File: src/rtl/mc_pkg.sv
package mc_pkg;
  typedef enum logic [2:0] {
    MODE_D     = 3'd0,
    MODE_T     = 3'd1,
    MODE_JK    = 3'd2,
    MODE_SR    = 3'd3,
    MODE_LATCH = 3'd4
  } store_mode_e;

  typedef enum logic [1:0] {
    XOP_ZERO = 2'd0,
    XOP_ONE  = 2'd1,
    XOP_PT   = 2'd2,
    XOP_RSV  = 2'd3
  } xor_op_e;

  typedef enum logic [1:0] {
    DSRC_COMB = 2'd0,
    DSRC_PT   = 2'd1,
    DSRC_PIN  = 2'd2,
    DSRC_RSV  = 2'd3
  } dsrc_e;

  typedef enum logic [1:0] {
    CLR_OFF  = 2'd0,
    CLR_GLB  = 2'd1,
    CLR_PT   = 2'd2,
    CLR_BOTH = 2'd3
  } clr_src_e;
endpackage

File: src/rtl/mc_sum_path.sv
module mc_sum_path #(
  parameter int NUM_PT = 5
) (
  input  logic [NUM_PT-1:0] pterm,
  input  logic [NUM_PT-1:0] cfg_pt_or,
  input  logic              casc_in,
  input  logic              pt_xop,
  input  logic [1:0]        cfg_xor_sel,
  output logic              sum,
  output logic              comb
);
  import mc_pkg::*;

  logic [NUM_PT-1:0] masked;
  logic              xop;

  for (genvar i = 0; i < NUM_PT; i++) begin : g_mask
    assign masked[i] = pterm[i] & cfg_pt_or[i];
  end

  assign sum = (|masked) | casc_in;

  always_comb begin
    case (xor_op_e'(cfg_xor_sel))
      XOP_ONE: xop = 1'b1;
      XOP_PT:  xop = pt_xop;
      default: xop = 1'b0;
    endcase
  end

  assign comb = sum ^ xop;
endmodule

File: src/rtl/mc_ctrl_sel.sv
module mc_ctrl_sel #(
  parameter int NUM_GCLK = 3,
  parameter int CSW      = 2
) (
  input  logic                clk,
  input  logic                rst_n,
  input  logic [NUM_GCLK-1:0] gclk,
  input  logic                gclr,
  input  logic                pt_clk,
  input  logic                pt_clr,
  input  logic                pt_pre,
  input  logic [CSW-1:0]      cfg_clk_sel,
  input  logic                cfg_ce_en,
  input  logic [1:0]          cfg_ar_sel,
  input  logic                cfg_ap_en,
  output logic                edge_go,
  output logic                level_go,
  output logic                clr_act,
  output logic                pre_act
);
  import mc_pkg::*;

  logic [NUM_GCLK-1:0] gpick;
  logic                is_glob;
  logic                src_now;
  logic                src_prev;
  logic                src_prev_nxt;
  logic                ce;

  for (genvar i = 0; i < NUM_GCLK; i++) begin : g_gclk
    assign gpick[i] = (cfg_clk_sel == CSW'(i)) & gclk[i];
  end

  assign is_glob = (cfg_clk_sel < CSW'(NUM_GCLK));
  assign src_now = is_glob ? (|gpick) : pt_clk;
  assign ce      = (is_glob && cfg_ce_en) ? pt_clk : 1'b1;

  assign edge_go  = src_now & ~src_prev & ce;
  assign level_go = src_now & ce;

  always_comb begin
    case (clr_src_e'(cfg_ar_sel))
      CLR_GLB:  clr_act = gclr;
      CLR_PT:   clr_act = pt_clr;
      CLR_BOTH: clr_act = gclr | pt_clr;
      default:  clr_act = 1'b0;
    endcase
  end

  assign pre_act = cfg_ap_en & pt_pre;

  assign src_prev_nxt = src_now;

  always_ff @(posedge clk or negedge rst_n) begin
    if (!rst_n) src_prev <= 1'b0;
    else        src_prev <= src_prev_nxt;
  end
endmodule

File: src/rtl/mc_reg_core.sv
module mc_reg_core (
  input  logic       clk,
  input  logic       rst_n,
  input  logic [2:0] cfg_mode,
  input  logic       d_in,
  input  logic       kr_in,
  input  logic       edge_go,
  input  logic       level_go,
  input  logic       clr_act,
  input  logic       pre_act,
  output logic       q
);
  import mc_pkg::*;

  logic q_r;
  logic q_nxt;

  always_comb begin
    q_nxt = q_r;
    if (clr_act) begin
      q_nxt = 1'b0;
    end else if (pre_act) begin
      q_nxt = 1'b1;
    end else begin
      case (store_mode_e'(cfg_mode))
        MODE_D:  if (edge_go) q_nxt = d_in;
        MODE_T:  if (edge_go && d_in) q_nxt = ~q_r;
        MODE_JK: if (edge_go) begin
          case ({d_in, kr_in})
            2'b10:   q_nxt = 1'b1;
            2'b01:   q_nxt = 1'b0;
            2'b11:   q_nxt = ~q_r;
            default: q_nxt = q_r;
          endcase
        end
        MODE_SR: if (edge_go) begin
          case ({d_in, kr_in})
            2'b10:   q_nxt = 1'b1;
            2'b01:   q_nxt = 1'b0;
            default: q_nxt = q_r;
          endcase
        end
        MODE_LATCH: if (level_go) q_nxt = d_in;
        default: q_nxt = q_r;
      endcase
    end
  end

  always_ff @(posedge clk or negedge rst_n) begin
    if (!rst_n) q_r <= 1'b0;
    else        q_r <= q_nxt;
  end

  assign q = q_r;
endmodule

File: src/rtl/mc_cell.sv
module mc_cell #(
  parameter int NUM_PT   = 5,
  parameter int NUM_GCLK = 3,
  parameter int PT_XOP   = 0,
  parameter int PT_DATA  = 1,
  parameter int PT_KR    = 2,
  parameter int PT_CLK   = 3,
  parameter int PT_CLR   = 4,
  parameter int PT_PRE   = 2,
  localparam int CSW     = $clog2(NUM_GCLK + 1)
) (
  input  logic                clk,
  input  logic                rst_n,
  input  logic [NUM_PT-1:0]   pterm,
  input  logic                casc_in,
  input  logic                pin_in,
  input  logic [NUM_GCLK-1:0] gclk,
  input  logic                gclr,
  input  logic [NUM_PT-1:0]   cfg_pt_or,
  input  logic [1:0]          cfg_xor_sel,
  input  logic [1:0]          cfg_d_sel,
  input  logic [2:0]          cfg_mode,
  input  logic [CSW-1:0]      cfg_clk_sel,
  input  logic                cfg_ce_en,
  input  logic [1:0]          cfg_ar_sel,
  input  logic                cfg_ap_en,
  input  logic                cfg_out_reg,
  input  logic                cfg_fb_reg,
  output logic                casc_out,
  output logic                mc_out,
  output logic                fb_out
);
  import mc_pkg::*;

  logic comb;
  logic d_in;
  logic kr_in;
  logic edge_go;
  logic level_go;
  logic clr_act;
  logic pre_act;
  logic q_r;

  mc_sum_path #(.NUM_PT(NUM_PT)) u_sum (
    .pterm       (pterm),
    .cfg_pt_or   (cfg_pt_or),
    .casc_in     (casc_in),
    .pt_xop      (pterm[PT_XOP]),
    .cfg_xor_sel (cfg_xor_sel),
    .sum         (casc_out),
    .comb        (comb)
  );

  always_comb begin
    case (dsrc_e'(cfg_d_sel))
      DSRC_PT:  d_in = pterm[PT_DATA];
      DSRC_PIN: d_in = pin_in;
      default:  d_in = comb;
    endcase
  end

  assign kr_in = pterm[PT_KR];

  mc_ctrl_sel #(.NUM_GCLK(NUM_GCLK), .CSW(CSW)) u_ctrl (
    .clk         (clk),
    .rst_n       (rst_n),
    .gclk        (gclk),
    .gclr        (gclr),
    .pt_clk      (pterm[PT_CLK]),
    .pt_clr      (pterm[PT_CLR]),
    .pt_pre      (pterm[PT_PRE]),
    .cfg_clk_sel (cfg_clk_sel),
    .cfg_ce_en   (cfg_ce_en),
    .cfg_ar_sel  (cfg_ar_sel),
    .cfg_ap_en   (cfg_ap_en),
    .edge_go     (edge_go),
    .level_go    (level_go),
    .clr_act     (clr_act),
    .pre_act     (pre_act)
  );

  mc_reg_core u_core (
    .clk      (clk),
    .rst_n    (rst_n),
    .cfg_mode (cfg_mode),
    .d_in     (d_in),
    .kr_in    (kr_in),
    .edge_go  (edge_go),
    .level_go (level_go),
    .clr_act  (clr_act),
    .pre_act  (pre_act),
    .q        (q_r)
  );

  assign mc_out = cfg_out_reg ? q_r : comb;
  assign fb_out = cfg_fb_reg  ? q_r : comb;
endmodule

File: config.mk
export PLATFORM = sky130hd
export DESIGN_NAME = mc_cell
export DESIGN_NICKNAME = d
export VERILOG_FILES = /design/src/rtl/mc_pkg.sv /design/src/rtl/mc_sum_path.sv /design/src/rtl/mc_ctrl_sel.sv /design/src/rtl/mc_reg_core.sv /design/src/rtl/mc_cell.sv
export SDC_FILE = /design/constraint.sdc
export NUM_CORES = 1
export LEC_CHECK = 0
export ABC_AREA = 1
export BUFFER_PORTS_ARGS = -buffer_cell sky130_fd_sc_hd__buf_2
export CAP_MARGIN = 20
export CORE_MARGIN = 2
export CORE_UTILIZATION = 40
export CTS_CLUSTER_SIZE = 10
export DETAILED_ROUTE_END_ITERATION = 6
export GPL_ROUTABILITY_DRIVEN = 0
export PLACE_DENSITY = 0.83
export SLEW_MARGIN = 10
export SYNTH_ARGS = -nofsm -noshare
export SYNTH_HDL_FRONTEND = slang
export SYNTH_SLANG_ARGS = --single-unit
File: constraint.sdc
create_clock -name clk -period 1.56 [get_ports clk]
set_input_delay 0.234 -clock clk [delete_from_list [all_inputs] [get_ports clk]]
set_output_delay 0.234 -clock clk [all_outputs]
set_load 0.1 [all_outputs]
==> results of run 1 <==
## worst reg2reg max path: stages (launching register included)
cell	delay, ns
dfrtp_1	0.39
inv_1	0.08
o31ai_1	0.20
inv_1	0.06
nand2_1	0.06
nand2_1	0.05
nor2_1	0.08
nand3_1	0.07
nand2_1	0.06
nor2_1	0.03
## cells in the mapped netlist
| library cell | number |
|---|---|
| o31ai_1 | 1 |
| o21ai_1 | 1 |
| nand2_2 | 8 |
| a22o_2 | 1 |
| a22o_1 | 1 |
| o21ai_2 | 1 |
| nand3_2 | 1 |
| nand4_1 | 1 |
| or2_2 | 1 |
| nor2_4 | 1 |
| nand3b_1 | 2 |
| nor2_2 | 1 |
| a21oi_1 | 1 |
| nand2_1 | 27 |
| nand3_1 | 10 |
| or2_1 | 1 |
| nor2_1 | 4 |
| ha_1 | 4 |
| dfrtp_1 | 2 |
| a21oi_2 | 1 |
| inv_1 | 18 |
| nor3_1 | 1 |
| inv_2 | 3 |
| o21ai_0 | 2 |
## path summary, 6_finish.rpt
path	start	to	slack [ns]	cells past startpoint
hold reg to reg	u_core.q	u_core.q	0.57	2
setup / recovery	cfg_xor_sel[0]	mc_out	0.04	10
max in group asynchronous	rst_n	u_ctrl.src_prev	1.13	2
hold / removal	rst_n	u_core.q	0.33	2
setup reg to reg	u_core.q	u_core.q	0.35	9
min in group clk	cfg_clk_sel[1]	u_ctrl.src_prev	0.36	3
## power groups by stage
stage | clock (uW) | combinational, uW | sequential, uW
after global placement | 0 | 310 | 65.6
after floorplan | 0 | 206 | 64.4
after detailed placement | 0 | 318 | 65.8
after CTS | 114 | 326 | 65.5
after global routing | 125 | 364 | 65.8
final | 112 | 334 | 65.9
## metrics by stage
stage | hold WS (ns) | cell area (um^2) | util
6_report | 0.328 | 917 | 0.723
5_1_grt | 0.349 | 917 | 0.723
4_1_cts | 0.330 | 890 | 0.701
3_5_place_dp | 0.0217 | 843 | 0.665
3_3_place_gp | 0.0206 | 843 | 0.665
2_1_floorplan | -0.0616 | 597 | -
## state kept, by name, summed over array words and instances, names as in the netlist
signal and cells:
u_ctrl.src_prev 1, u_core.q 1
## cell families (layout without fill, tap and decap cells)
group                    Yosys count  in the layout  share of synthesized area
flip-flops                         2              2                     0.0952
AO/OA/AOI/OAI                      9              9                      0.121
buffers and inverters             21             61                      0.150
AND/OR/NAND/NOR                   58             58                      0.538
adder cells (fa/ha/maj)            4              4                     0.0952
## cell type report
cell class,instances,share of cell area
Tap cell,15,0.0205
Sequential cell,2,0.0546
Inverter,21,0.0859
Clock buffer,3,0.0246
Multi-Input combinational cell,71,0.555
Timing Repair Buffer,37,0.259
## layer usage
metal | part of all wire | vias up
met4 | 0.0079 | 0
met5 | 0 | -
li1 | - | 375
met3 | 0.039 | 2
met1 | 0.39 | 301
met2 | 0.56 | 22
## timing repair
| action | CTS | global route |
|---|---|---|
| endpoints found under the hold margin | 2 | 0 |
| pin swaps | 2 | 2 |
| hold buffers | 1 | 0 |
| endpoints found under the setup margin | 2 | 3 |
| resized for setup | 3 | 6 |
| buffers inserted | 0 | 0 |
==> results.md, run 1 <==
- Routed Antenna Nets: 0
- Startpoint types: input port
- Gate power share: 0.652
- Synth area leaders: nand2_1 19%, inv_1 13%, dfrtp_1 9.5%
- Share of cells above drive strength 1: 0.530
- Final setup skew: 0.00249 ns
- First-pass GRT wire length: 2210 um
- GR Util met1: 0.216
- Grt peak-use layer: met2
- Most Frequent Cell on Critical Path: nand2_2
- CTS tree: done
- Via count: 700
- Rows: 13
- Vias per cell: 4.70
- Io pins: 36
- Hold Crit Class: in -> async
- Tmin final: 1.52 ns
- Clock Sinks: 2
- DR DRC count: 0
- Sequential share of power: 0.129
- Lkg Pwr: 0.000518 uW
- CTS H-tree lvls: 1
- Met2 usage: 0.375
- CTS root buffer: clkbuf_4
- Final period utilization: 0.973
- Max Fclk: 659 MHz
- Cell count after synthesis: 94
- Max-slew headroom: 0.773
- Overall power: 512 uW
- RSZ-0062 raised after global routing: no
- Worst vdd ir: 0.000275 V
- Die span in x: 40.2 um
- Antenna diodes: 0
- Critical Path AT: 1.28 ns
- Crit path cell chain: buf_2, buf_4, ha_4, inv_2, nand2_2, nand2_2, nand3_4, nand2_4, o21ai_4, buf_12
- CTS Buffer Depth: 2
- Post-synthesis cell type count: 24
- Num CTS Buffers: 3
- Clock-pin transition on the worst setup and hold timing paths: 0.03 ns
- Fillers: 105
- Slowest cell on crit path: buf_12
- Core area: 1270 um^2
- Synth warn: 0
- Pre-Repair DR Iteration Count: 4
- Pre-CTS WS: -0.103 ns
- Multi-input logic area: 509 um^2
- Most frequent cells in the layout: 32 x buf_2, 21 x nand2_1, 16 x inv_1
- Max FO, Critical Path: 2
- Clock network latency to the later pin of the worst-skew pair: 0.22 ns
- Worst setup EP type: output pin
- Initial antenna violation count: 0
- Die area: 1620 um^2
- Leading cell type in the layout, fill and taps excluded: buf_2
- Syn Area/Cell: 5.59 um^2
- Post-synth top area share: 0.193
- CP Buf/Inv Count: 4
- Max-slew violations: 0
- Met3 Resource Use GR: 0.0222
- Sw frac: 0.454
- GRT Overall Usage: 0.195
- Critical path's largest stage delay: 0.16 ns
- Area delta synth->final: 74.5%
- # setup viols final: 0
- Setup slack after layout: 0.0422 ns
- IO Port Bufs: 35
- Grt ovf: 0
- Critical Path RT: 1.33 ns
- Synthesis-stage register bit count: 2
- Vias in the first global route: 627
- Sequential cell area: 50.0 um^2
- Die Height: 40.2 um
- Clock power frac: 0.220
- Starting density of the core: 0.414
- Synthesized cell area: 526 um^2
- DP Wirelength: 1130 um
- Max_cap viols: 0
- Setup TNS: 0 ns
- DR iter-0 viols: 9
- Sequential area share after synthesis: 0.0952
- Final WL: 1390 um
- Largest net degree at the start of global routing: 6
- Routed wire per std cell: 9.33 um
- Syn Nets: 131
- Tightest Pin Transition: 0.338 ns
- Pint: 279 uW
- WS Path Type: in -> out
- Final-report hold violation count: 0
- PwrDens: 558 nW/um^2
- Critical path's top delay family: buffers and inverters
- Synth area leader: nand2_1
- Placed insts: 145
- Non-Filler Instances: 149
- Final #Nets: 173
- Outcome: finished clean
- Switching power of the nets: 233 uW
(Power assumes the default switching activity.)
==> run 2, diff against run 1 <==
--- a/config.mk
+++ b/config.mk
@@ -10,7 +10,6 @@
 export CAP_MARGIN = 20
 export CORE_MARGIN = 2
 export CORE_UTILIZATION = 40
-export CTS_CLUSTER_SIZE = 10
 export DETAILED_ROUTE_END_ITERATION = 6
 export GPL_ROUTABILITY_DRIVEN = 0
 export PLACE_DENSITY = 0.83
==> constraint.sdc (replaced) <==
create_clock -name clk -period 1.45 [get_ports clk]
set_input_delay 0.2175 -clock clk [delete_from_list [all_inputs] [get_ports clk]]
set_output_delay 0.2175 -clock clk [all_outputs]
set_load 0.1 [all_outputs]
==> results.md, run 2 (synthesis gave the netlist of run 1 again) <==
- Hold Crit Class: in -> async (unchanged)
- CTS Buffer Depth: 2 (unchanged)
- Grt ovf: 0 (unchanged)
- WS Path Type: in -> out (unchanged)
- Vias in the first global route: 628 (was 627)
- Multi-input logic area: 534 um^2 (was 509 um^2)
- CTS root buffer: clkbuf_4 (unchanged)
- CP Depth: 9 (was 10)
- Core area: 1270 um^2 (unchanged)
- Initial antenna violation count: 0 (unchanged)
- Sequential cell area: 50.0 um^2 (unchanged)
- Rows: 13 (unchanged)
- Die area: 1620 um^2 (unchanged)
- Critical path's largest stage delay: 0.19 ns (was 0.16 ns)
- Tightest Pin Transition: 0.332 ns (was 0.338 ns)
- Setup slack, reg-to-reg: 0.25 ns (was 0.35 ns)
- Starting density of the core: 0.414 (unchanged)
- Gate power share: 0.658 (was 0.652)
- Outcome: finished clean (unchanged)
- Crit path cell chain: buf_4, nand2_4, nand2_4, nor2_4, nand2_8, nand2_4, nand2_4, o21ai_4, buf_12 (was buf_2, buf_4, ha_4, inv_2, nand2_2, nand2_2, nand3_4, nand2_4, o21ai_4, buf_12)
- Via count: 733 (was 700)
- Cell area after layout: 983 um^2 (was 917 um^2)
- Lkg Pwr: 0.000544 uW (was 0.000518 uW)
- Overall power: 593 uW (was 512 uW)
- Max_cap viols: 0 (unchanged)
- PwrDens: 603 nW/um^2 (was 558 nW/um^2)
- Setup TNS: 0 ns (unchanged)
- Placed Area: 851 um^2 (was 843 um^2)
- Critical Path AT: 1.21 ns (was 1.28 ns)
- Max FO, Critical Path: 2 (unchanged)
- Leading cell type in the layout, fill and taps excluded: buf_2 (unchanged)
- Critical path's top delay family: simple AND/OR/NAND/NOR gates (was buffers and inverters)
- Io pins: 36 (unchanged)
- Max Fclk: 701 MHz
- Fillers: 96 (was 105)
- Sequential share of power: 0.118 (was 0.129)
- Clock power frac: 0.225 (was 0.220)
- Num CTS Buffers: 3 (unchanged)
- Pre-Repair DR Iteration Count: 4 (unchanged)
- Clock Sinks: 2 (unchanged)
- Antenna diodes: 0 (unchanged)
- Die Height: 40.2 um (unchanged)
- Area delta synth->final: 87.1% (was 74.5%)
- Worst setup EP type: output pin (unchanged)
- Critical Path RT: 1.23 ns (was 1.33 ns)
- Final-report hold violation count: 0 (unchanged)
- Slowest cell on crit path: buf_12 (unchanged)
- Switching power of the nets: 274 uW (was 233 uW)
- Final setup skew: 0.00636 ns (was 0.00249 ns)
- Post-Route Utilization: 0.775 (was 0.723)
- CTS H-tree lvls: 1 (unchanged)
- DP Wirelength: 1140 um (was 1130 um)
- Worst r2r src: u_core.q (unchanged)
- GRT Overall Usage: 0.196 (was 0.195)
- Largest net degree at the start of global routing: 6 (unchanged)
- DR iter-0 viols: 21 (was 9)
- CTS tree: done (unchanged)
- Most frequent cells in the layout: 29 x buf_2, 20 x nand2_1, 14 x inv_1 (was 32 x buf_2, 21 x nand2_1, 16 x inv_1)
- Die span in x: 40.2 um (unchanged)
- Reg2reg end: u_core.q (unchanged)
- Tmin final: 1.43 ns
- Reg2Reg Depth: 9 (unchanged)
- Routed wire per std cell: 9.97 um (was 9.33 um)
- IO Port Bufs: 35 (unchanged)
- Routed Antenna Nets: 0 (unchanged)
- Pint: 319 uW (was 279 uW)
- Max-slew headroom: 0.777 (was 0.773)
- Sw frac: 0.462 (was 0.454)
- Vias per cell: 4.85 (was 4.70)
- Clock network latency to the later pin of the worst-skew pair: 0.24 ns (was 0.22 ns)
- Startpoint types: input port (unchanged)
- Max-slew violations: 0 (unchanged)
- DR DRC count: 0 (unchanged)
- First-pass GRT wire length: 2220 um (was 2210 um)
- Setup slack after layout: 0.0232 ns (was 0.0422 ns)
- # setup viols final: 0 (unchanged)
- Share of cells above drive strength 1: 0.566 (was 0.530)
- Final #Nets: 175 (was 173)
- Final period utilization: 0.984
- Clock-pin transition on the worst setup and hold timing paths: 0.03 ns (about the same)
- CP Buf/Inv Count: 2 (was 4)
- Most Frequent Cell on Critical Path: nand2_4 (was nand2_2)
- Final WL: 1510 um (was 1390 um)
- Worst vdd ir: 0.000317 V (was 0.000275 V)
- Pre-CTS WS: -0.245 ns (was -0.103 ns)
-- run 2: changes by cell type in the layout (fill, tap and decap cells not counted), moves of 2 or more --
cell / change
inv_4: +3
inv_1: -2
buf_4: +3
nand2_4: +2
buf_2: -3
-- run 2: repair_timing --
item | in CTS | in global routing
pin swaps | 7 | 12
hold endpoints to repair | 2 | 0
endpoints found under the setup margin | 3 | 3
hold buffers | 1 | 0
buffers inserted | 1 | 1
resized for setup | 14 | 11
gates cloned | 0 | 0
-- run 2: worst max-delay path by stage --
stage,from,to,slack [ns]
after global routing,pterm[0],fb_out,-0.02
after CTS,cfg_xor_sel[1],mc_out,0.0008
final,pterm[0],fb_out,0.02
after floorplan,pterm[0],fb_out,-0.20
after global placement,cfg_xor_sel[0],u_core.q,-0.17
after detailed placement,cfg_xor_sel[0],u_core.q,-0.25
-- run 2: power by group through the flow --
stage                     clock (uW)  sequential (uW)  combinational [uW]
after floorplan                    0             69.3                 221
after global placement             0             70.5                 336
after detailed placement           0             71.0                 345
after CTS                        134             69.9                 370
after global routing             137             70.6                 419
final                            133             69.7                 390
-- run 2: cell type report --
cell class,count,share of cell area
multi-input combinational,71,0.543
timing repair buffer,39,0.276
inverter,21,0.0878
sequential,2,0.0509
clock buffer,3,0.0229
tap,15,0.0191
-- run 2: layer usage --
metal	global-route usage	vias to the layer above	part of all wire
li1	-	378	-
met1	0.209	323	0.39
met2	0.399	29	0.55
met3	0.0167	3	0.055
met4	0.0500	0	0.011
met5	0	-	0
-- run 2: metrics by stage --
step	cells	hold slack, ns
CTS	151	0.299
detailed placement	146	0.00375
floorplan	94	-0.0781
global placement	146	0.00414
finish	151	0.297
global route	151	0.331
